**src/rtl/segx_pkg.sv**
```systemverilog
package segx_pkg;

  typedef enum logic [1:0] {
    FAULT_NONE    = 2'd0,
    FAULT_BOUND   = 2'd1,
    FAULT_INVALID = 2'd2
  } fault_e;

  // Strobes from the sequencer into the datapath
  typedef struct packed {
    logic capture;     // latch incoming logical address
    logic boundFault;  // record a limit fault
    logic pteLoad;     // record result built from the returned entry
  } ctrl_s;

endpackage

```
**src/rtl/segx_ctrl.sv**
```systemverilog
module segx_ctrl
  import segx_pkg::*;
(
  input  logic  clk,
  input  logic  rstN,
  input  logic  reqValid,
  input  logic  pageOk,
  input  logic  memRspValid,
  output logic  reqReady,
  output logic  memReqValid,
  output logic  rspValid,
  output ctrl_s strobes
);

  typedef enum logic [2:0] {
    S_IDLE, S_LOOKUP, S_ISSUE, S_WAIT, S_DONE
  } state_e;

  state_e state, stateNext;

  always_ff @(posedge clk or negedge rstN) begin
    if (!rstN) state <= S_IDLE;
    else       state <= stateNext;
  end

  always_comb begin
    stateNext = state;
    unique case (state)
      S_IDLE:   if (reqValid) stateNext = S_LOOKUP;
      S_LOOKUP: stateNext = pageOk ? S_ISSUE : S_DONE;
      S_ISSUE:  stateNext = S_WAIT;
      S_WAIT:   if (memRspValid) stateNext = S_DONE;
      S_DONE:   stateNext = S_IDLE;
      default:  stateNext = S_IDLE;
    endcase
  end

  always_comb begin
    strobes            = '0;
    strobes.capture    = (state == S_IDLE) && reqValid;
    strobes.boundFault = (state == S_LOOKUP) && !pageOk;
    strobes.pteLoad    = (state == S_WAIT) && memRspValid;
  end

  assign reqReady    = (state == S_IDLE);
  assign memReqValid = (state == S_ISSUE);
  assign rspValid    = (state == S_DONE);

endmodule

```
**src/rtl/segx_datapath.sv**
```systemverilog
module segx_datapath
  import segx_pkg::*;
#(
  parameter int SEG_W  = 4,
  parameter int PAGE_W = 8,
  parameter int OFF_W  = 12,
  parameter int PA_W   = 32,
  parameter int PTE_W  = 32
) (
  input  logic                            clk,
  input  logic                            rstN,
  input  ctrl_s                           strobes,
  input  logic [SEG_W+PAGE_W+OFF_W-1:0]   reqAddr,
  input  logic                            cfgWe,
  input  logic [SEG_W-1:0]                cfgSeg,
  input  logic [PA_W-1:0]                 cfgBase,
  input  logic [PAGE_W:0]                 cfgBound,
  input  logic [PTE_W-1:0]                memRspData,
  output logic                            pageOk,
  output logic [PA_W-1:0]                 pteAddr,
  output logic [PA_W-1:0]                 physAddr,
  output fault_e                          fault
);

  localparam int NSEG   = 1 << SEG_W;
  localparam int ADDR_W = SEG_W + PAGE_W + OFF_W;
  localparam int PFN_W  = PA_W - OFF_W;
  localparam int ENT_SH = 2;  // 4-byte entries

  logic [PA_W-1:0]   segBase  [NSEG];
  logic [PAGE_W:0]   segBound [NSEG];
  logic [ADDR_W-1:0] curAddr;

  logic [SEG_W-1:0]  curSeg;
  logic [PAGE_W-1:0] curPage;
  logic [OFF_W-1:0]  curOff;

  assign curSeg  = curAddr[ADDR_W-1 -: SEG_W];
  assign curPage = curAddr[OFF_W +: PAGE_W];
  assign curOff  = curAddr[OFF_W-1:0];

  // Segment register file
  always_ff @(posedge clk or negedge rstN) begin
    if (!rstN) begin
      for (int s = 0; s < NSEG; s++) begin
        segBase[s]  <= '0;
        segBound[s] <= '0;
      end
    end else if (cfgWe) begin
      segBase[cfgSeg]  <= cfgBase;
      segBound[cfgSeg] <= cfgBound;
    end
  end

  always_ff @(posedge clk or negedge rstN) begin
    if (!rstN)                curAddr <= '0;
    else if (strobes.capture) curAddr <= reqAddr;
  end

  assign pageOk  = {1'b0, curPage} < segBound[curSeg];
  assign pteAddr = segBase[curSeg] + (PA_W'(curPage) << ENT_SH);

  always_ff @(posedge clk or negedge rstN) begin
    if (!rstN) begin
      physAddr <= '0;
      fault    <= FAULT_NONE;
    end else if (strobes.boundFault) begin
      physAddr <= '0;
      fault    <= FAULT_BOUND;
    end else if (strobes.pteLoad) begin
      if (memRspData[0]) begin
        physAddr <= {memRspData[OFF_W +: PFN_W], curOff};
        fault    <= FAULT_NONE;
      end else begin
        physAddr <= '0;
        fault    <= FAULT_INVALID;
      end
    end
  end

endmodule

```
**src/rtl/seg_page_xlate.sv**
```systemverilog
module seg_page_xlate
  import segx_pkg::*;
#(
  parameter int SEG_W  = 4,
  parameter int PAGE_W = 8,
  parameter int OFF_W  = 12,
  parameter int PA_W   = 32,
  parameter int PTE_W  = 32
) (
  input  logic                          clk,
  input  logic                          rstN,
  input  logic                          reqValid,
  input  logic [SEG_W+PAGE_W+OFF_W-1:0] reqAddr,
  output logic                          reqReady,
  output logic                          rspValid,
  output logic [PA_W-1:0]               rspPhysAddr,
  output logic [1:0]                    rspFault,
  input  logic                          cfgWe,
  input  logic [SEG_W-1:0]              cfgSeg,
  input  logic [PA_W-1:0]               cfgBase,
  input  logic [PAGE_W:0]               cfgBound,
  output logic                          memReqValid,
  output logic [PA_W-1:0]               memReqAddr,
  input  logic                          memRspValid,
  input  logic [PTE_W-1:0]              memRspData
);

  ctrl_s  strobes;
  logic   pageOk;
  fault_e faultQ;

  segx_ctrl ctrl_i (
    .clk         (clk),
    .rstN        (rstN),
    .reqValid    (reqValid),
    .pageOk      (pageOk),
    .memRspValid (memRspValid),
    .reqReady    (reqReady),
    .memReqValid (memReqValid),
    .rspValid    (rspValid),
    .strobes     (strobes)
  );

  segx_datapath #(
    .SEG_W (SEG_W), .PAGE_W(PAGE_W), .OFF_W(OFF_W), .PA_W(PA_W), .PTE_W(PTE_W)
  ) dp_i (
    .clk        (clk),
    .rstN       (rstN),
    .strobes    (strobes),
    .reqAddr    (reqAddr),
    .cfgWe      (cfgWe),
    .cfgSeg     (cfgSeg),
    .cfgBase    (cfgBase),
    .cfgBound   (cfgBound),
    .memRspData (memRspData),
    .pageOk     (pageOk),
    .pteAddr    (memReqAddr),
    .physAddr   (rspPhysAddr),
    .fault      (faultQ)
  );

  assign rspFault = faultQ;

endmodule

```
**config.mk**
```make
export PLATFORM = sky130hd
export DESIGN_NAME = seg_page_xlate
export DESIGN_NICKNAME = d
export VERILOG_FILES = /design/src/rtl/segx_pkg.sv /design/src/rtl/segx_ctrl.sv /design/src/rtl/segx_datapath.sv /design/src/rtl/seg_page_xlate.sv
export SDC_FILE = /design/constraint.sdc
export NUM_CORES = 1
export LEC_CHECK = 0
export BUFFER_PORTS_ARGS = -buffer_cell sky130_fd_sc_hd__buf_2
export CAP_MARGIN = 20
export CORE_MARGIN = 5
export CORE_UTILIZATION = 55
export CTS_CLUSTER_DIAMETER = 40
export DETAILED_ROUTE_END_ITERATION = 10
export GPL_TIMING_DRIVEN = 0
export HOLD_SLACK_MARGIN = 0.03
export PLACE_DENSITY = 0.77
export SETUP_SLACK_MARGIN = 0.15
export SLEW_MARGIN = 20
export SYNTH_ARGS = -nofsm -noshare
export SYNTH_HDL_FRONTEND = slang
export SYNTH_SLANG_ARGS = --single-unit
```
**constraint.sdc**
```tcl
create_clock -name clk -period 9.8 [get_ports clk]
set_input_delay 2.45 -clock clk [delete_from_list [all_inputs] [get_ports clk]]
set_output_delay 2.45 -clock clk [all_outputs]
set_load 0.005 [all_outputs]
```
==> impl_metrics.py <==
metrics = {
    "detailed_routing": {
        "routed_via_density": 6.25,
        "wl_mm": 87.3,
        "num_vias": 20331,
        "wl_per_cell_um": 26.9,
        "drc_errors": 0,
        "ant_nets": 0,
        "drtIter0Drc": 1527,
        "dr.pass1.iters": 5,
    },
    "timing": {
        "timing.final.crit_period_ns": 9.37,
        "finalSetupTns_ns": 0,
        "period_share": 0.957,
        "setup_slack_ns": 0.426,
        "slew_headroom": 0.181,
        "rsz0062_at_grt": "false",
        "fmaxAchievable_ghz": 0.107,
        "setup_viol": 0,
        "maxSlewViolCount": 0,
        "fin_skew_ns": 0.0202,
        "finalHoldViolations": 0,
        "worst_slew_pin_slew_ns": 1.23,
    },
    "setup_path": {
        "critPathMaxFanout": 10,
        "crit_required_ns": 7.35,
        "r2r-start": "dp_i.curAddr[21]",
        "crit_end": "memReqAddr[31]",
        "cp.arrival_ns": 6.92,
        "r2r_slack_ns": 4.11,
        "cp-start-kind": "register",
        "worstSetupPathType": "reg2out",
        "r2r-end": "dp_i.physAddr[7]",
        "reg2reg_depth": 16,
        "cp-end-kind": "output port",
        "critical_path.startpoint": "dp_i.curAddr[21]",
    },
    "global_routing": {
        "grt_pass1_vias": 22113,
        "grt.total_usage": 0.274,
        "grt_pass1_wl_mm": 134,
        "antenna_found_initial": 9,
        "grt_max_degree": 109,
        "grt_overflow": 0,
    },
    "power_and_ir_drop": {
        "leakagePower_nw": 16.7,
        "clock_power_share": 0.312,
        "power_density_mw_per_mm2": 318,
        "ir_worst_vdd_uv": 345,
        "p_int_mw": 8.20,
        "switchingPower_mw": 4.01,
        "switching_share": 0.329,
        "comb_power_share": 0.353,
        "pwr-share-seq": 0.335,
    },
    "placed_design": {
        "port_buffers": 162,
        "pre_cts_ws_ns": 0.436,
        "hpwl_mm": 56.4,
        "gp_routability_congestion": 0.837,
    },
    "clocking": {
        "ctsHoldBuffers": 0,
        "cts_buffer_depth": 3,
        "cts_tree": "built",
        "cts.clk_slew.worst_paths_ns": 0.06,
        "cts.sinks": 717,
        "cts_max_level": 3,
        "cts_buffers": 103,
        "clk_latency_ns": 0.64,
        "post_cts_buffers": 0,
        "root_buffer": "clkbuf_16",
    },
    "floorplan": {
        "dieArea_mm2": 0.0646,
        "initial_core_util": 0.556,
        "num_io_pins": 175,
        "core_mm2": 0.0590,
        "die_w_um": 254,
        "die_y_um": 254,
        "row_count": 89,
    },
    "yosys": {
        "synthFlopType": "dfrtp_1",
        "synth_cell_types": 56,
        "async_reset_ff_frac": 1.00,
        "ys_ff_latch": 717,
        "syn_nets": 2233,
        "syn_area_per_cell_um2": 15.5,
        "synth_cells": 2111,
        "seq_area_frac_synth": 0.547,
        "synth-edff-count": 0,
        "yosys_warnings": 0,
        "syn_area_mm2": 0.0328,
    },
    "layout": {
        "final_cell_mix": "dfrtp_1, mux2_2, buf_2, mux4_2, clkbuf_1",
        "nets": 2505,
        "final_layout_size_suffix_gt1_frac": 0.511,
        "synthToLayoutAreaGrowth_pct": 17.2,
        "final_common_cell": "dfrtp_1",
        "nFillCells": 4087,
    },
    "worst_hold_path": {
        "hp-class": "reg2reg",
    },
    "job": {
        "cap_violations": 0,
    },
    "run_status": {
        "status": "completed",
    },
}
synth_stat cells (2+ instances only):
cell type / instances / share of area
dfrtp_1: 717 / 0.55
mux2_2: 678 / 0.23
mux4_2: 171 / 0.12
clkbuf_1: 110 / 0.013
nand2_1: 59 / 0.0068
a21oi_1: 46 / 0.0070
nand3_1: 37 / 0.0056
buf_1: 28 / 0.0032
nor2_1: 27 / 0.0031
buf_2: 22 / 0.0034
mux2i_1: 17 / 0.0052
a22oi_1: 16 / 0.0037
xor2_1: 16 / 0.0043
ha_1: 15 / 0.0057
inv_1: 13 / 0.0015
xnor2_1: 12 / 0.0032
a221oi_1: 11 / 0.0029
nand2b_1: 10 / 0.0019
mux4_1: 8 / 0.0064
nor3_1: 8 / 0.0012
a22o_1: 7 / 0.0019
o21ai_0: 7 / 0.0011
buf_12: 6 / 0.0037
nor2b_1: 6 / 0.0011
a21o_1: 5 / 0.0011
and2_1: 5 / 0.00095
buf_6: 5 / 0.0017
nor3b_1: 4 / 0.00092
o21a_1: 4 / 0.00092
or3_1: 4 / 0.00076
buf_4: 3 / 0.00069
nand3b_1: 3 / 0.00069
a21oi_2: 2 / 0.00053
buf_8: 2 / 0.00092
nand4_1: 2 / 0.00038
nor4_1: 2 / 0.00038
nor4_2: 2 / 0.00076
o21bai_1: 2 / 0.00046
or2_2: 2 / 0.00038
state kept, by name (all words and copies together) (netlist names):
register	flops
dp_i.segBase	512
dp_i.fault	2
dp_i.segBound	144
ctrl_i.state	3
dp_i.physAddr	32
dp_i.curAddr	24
worst min path at each step:
stage	slack (ns)	depth (start not counted)	from	to
after CTS	0.47	1	dp_i.fault[0]	dp_i.fault[0]
final	0.47	1	dp_i.fault[0]	dp_i.fault[0]
after global routing	0.48	1	dp_i.fault[0]	dp_i.fault[0]
after detailed placement	0.46	1	dp_i.fault[0]	dp_i.fault[0]
after global placement	0.46	1	dp_i.fault[0]	dp_i.fault[0]
after floorplan	0.47	1	dp_i.segBase[472]	dp_i.segBase[472]
cell families after synthesis:
kind of cell	after synthesis	share of synthesized area
DFF	717	0.547
adders and majority gates	16	0.00633
AOI/OAI and AO/OA	109	0.0221
xor gates and xnor gates	28	0.00748
and+or+nand+nor	177	0.0272
muxes	874	0.362
buffers and inverters	190	0.0277
worst max-delay path, stage by stage, from the launching register on:
cell	delay, ns
dfrtp_1	0.32
buf_4	0.20
buf_2	0.38
buf_2	0.52
buf_2	0.38
clkbuf_1	0.75
mux4_2	0.43
mux4_2	0.53
ha_1	0.36
a21oi_1	0.12
o31ai_1	0.38
a21oi_1	0.36
nand3b_2	0.56
nor4_2	0.57
xor2_1	0.24
buf_2	0.15
repair_timing:
action                                  CTS  global route
gates resized for setup                   3             0
hold endpoints to repair                  0             0
endpoints found under the setup margin    8             0
through the flow:
step	instances	hold WS, ns	power [mW]	util	area (um^2)
floorplan	2111	0.470	6.92	-	32800
finish	3251	0.470	12.2	0.651	38400
global route	3249	0.482	12.8	0.651	38400
global placement	3046	0.459	8.22	0.586	34600
detailed placement	3053	0.460	8.40	0.589	34800
CTS	3245	0.473	12.3	0.651	38400
metal layers:
| layer | global-route usage | up-vias | wire length (um) |
|---|---|---|---|
| li1 | - | 8449 | - |
| met1 | 0.369 | 10890 | 34900 |
| met2 | 0.435 | 764 | 42200 |
| met3 | 0.0718 | 220 | 6640 |
| met4 | 0.106 | 8 | 3520 |
| met5 | 0 | - | 58 |
power groups by stage:
stage / combinational, mW / clock (mW) / sequential [mW]
final: 4.31 / 3.81 / 4.09
after global routing: 4.62 / 3.99 / 4.17
after CTS: 4.33 / 3.85 / 4.09
after detailed placement: 4.27 / 0 / 4.12
after global placement: 4.16 / 0 / 4.06
after floorplan: 2.93 / 0 / 3.99
final cells by class:
cell class              count  area, um^2  share of cell area
plain buffers             174         860              0.0224
multi-input cells        1204       14000               0.363
diodes                      6        15.0            0.000391
flip-flops and latches    717       17900               0.467
repair buffers            169        1010              0.0264
well taps                 773         967              0.0252
clock inverters            74         841              0.0219
inverters                  14        52.6             0.00137
clock buffers             120        2780              0.0724
No activity file was read; power rests on OpenSTA's default activity.
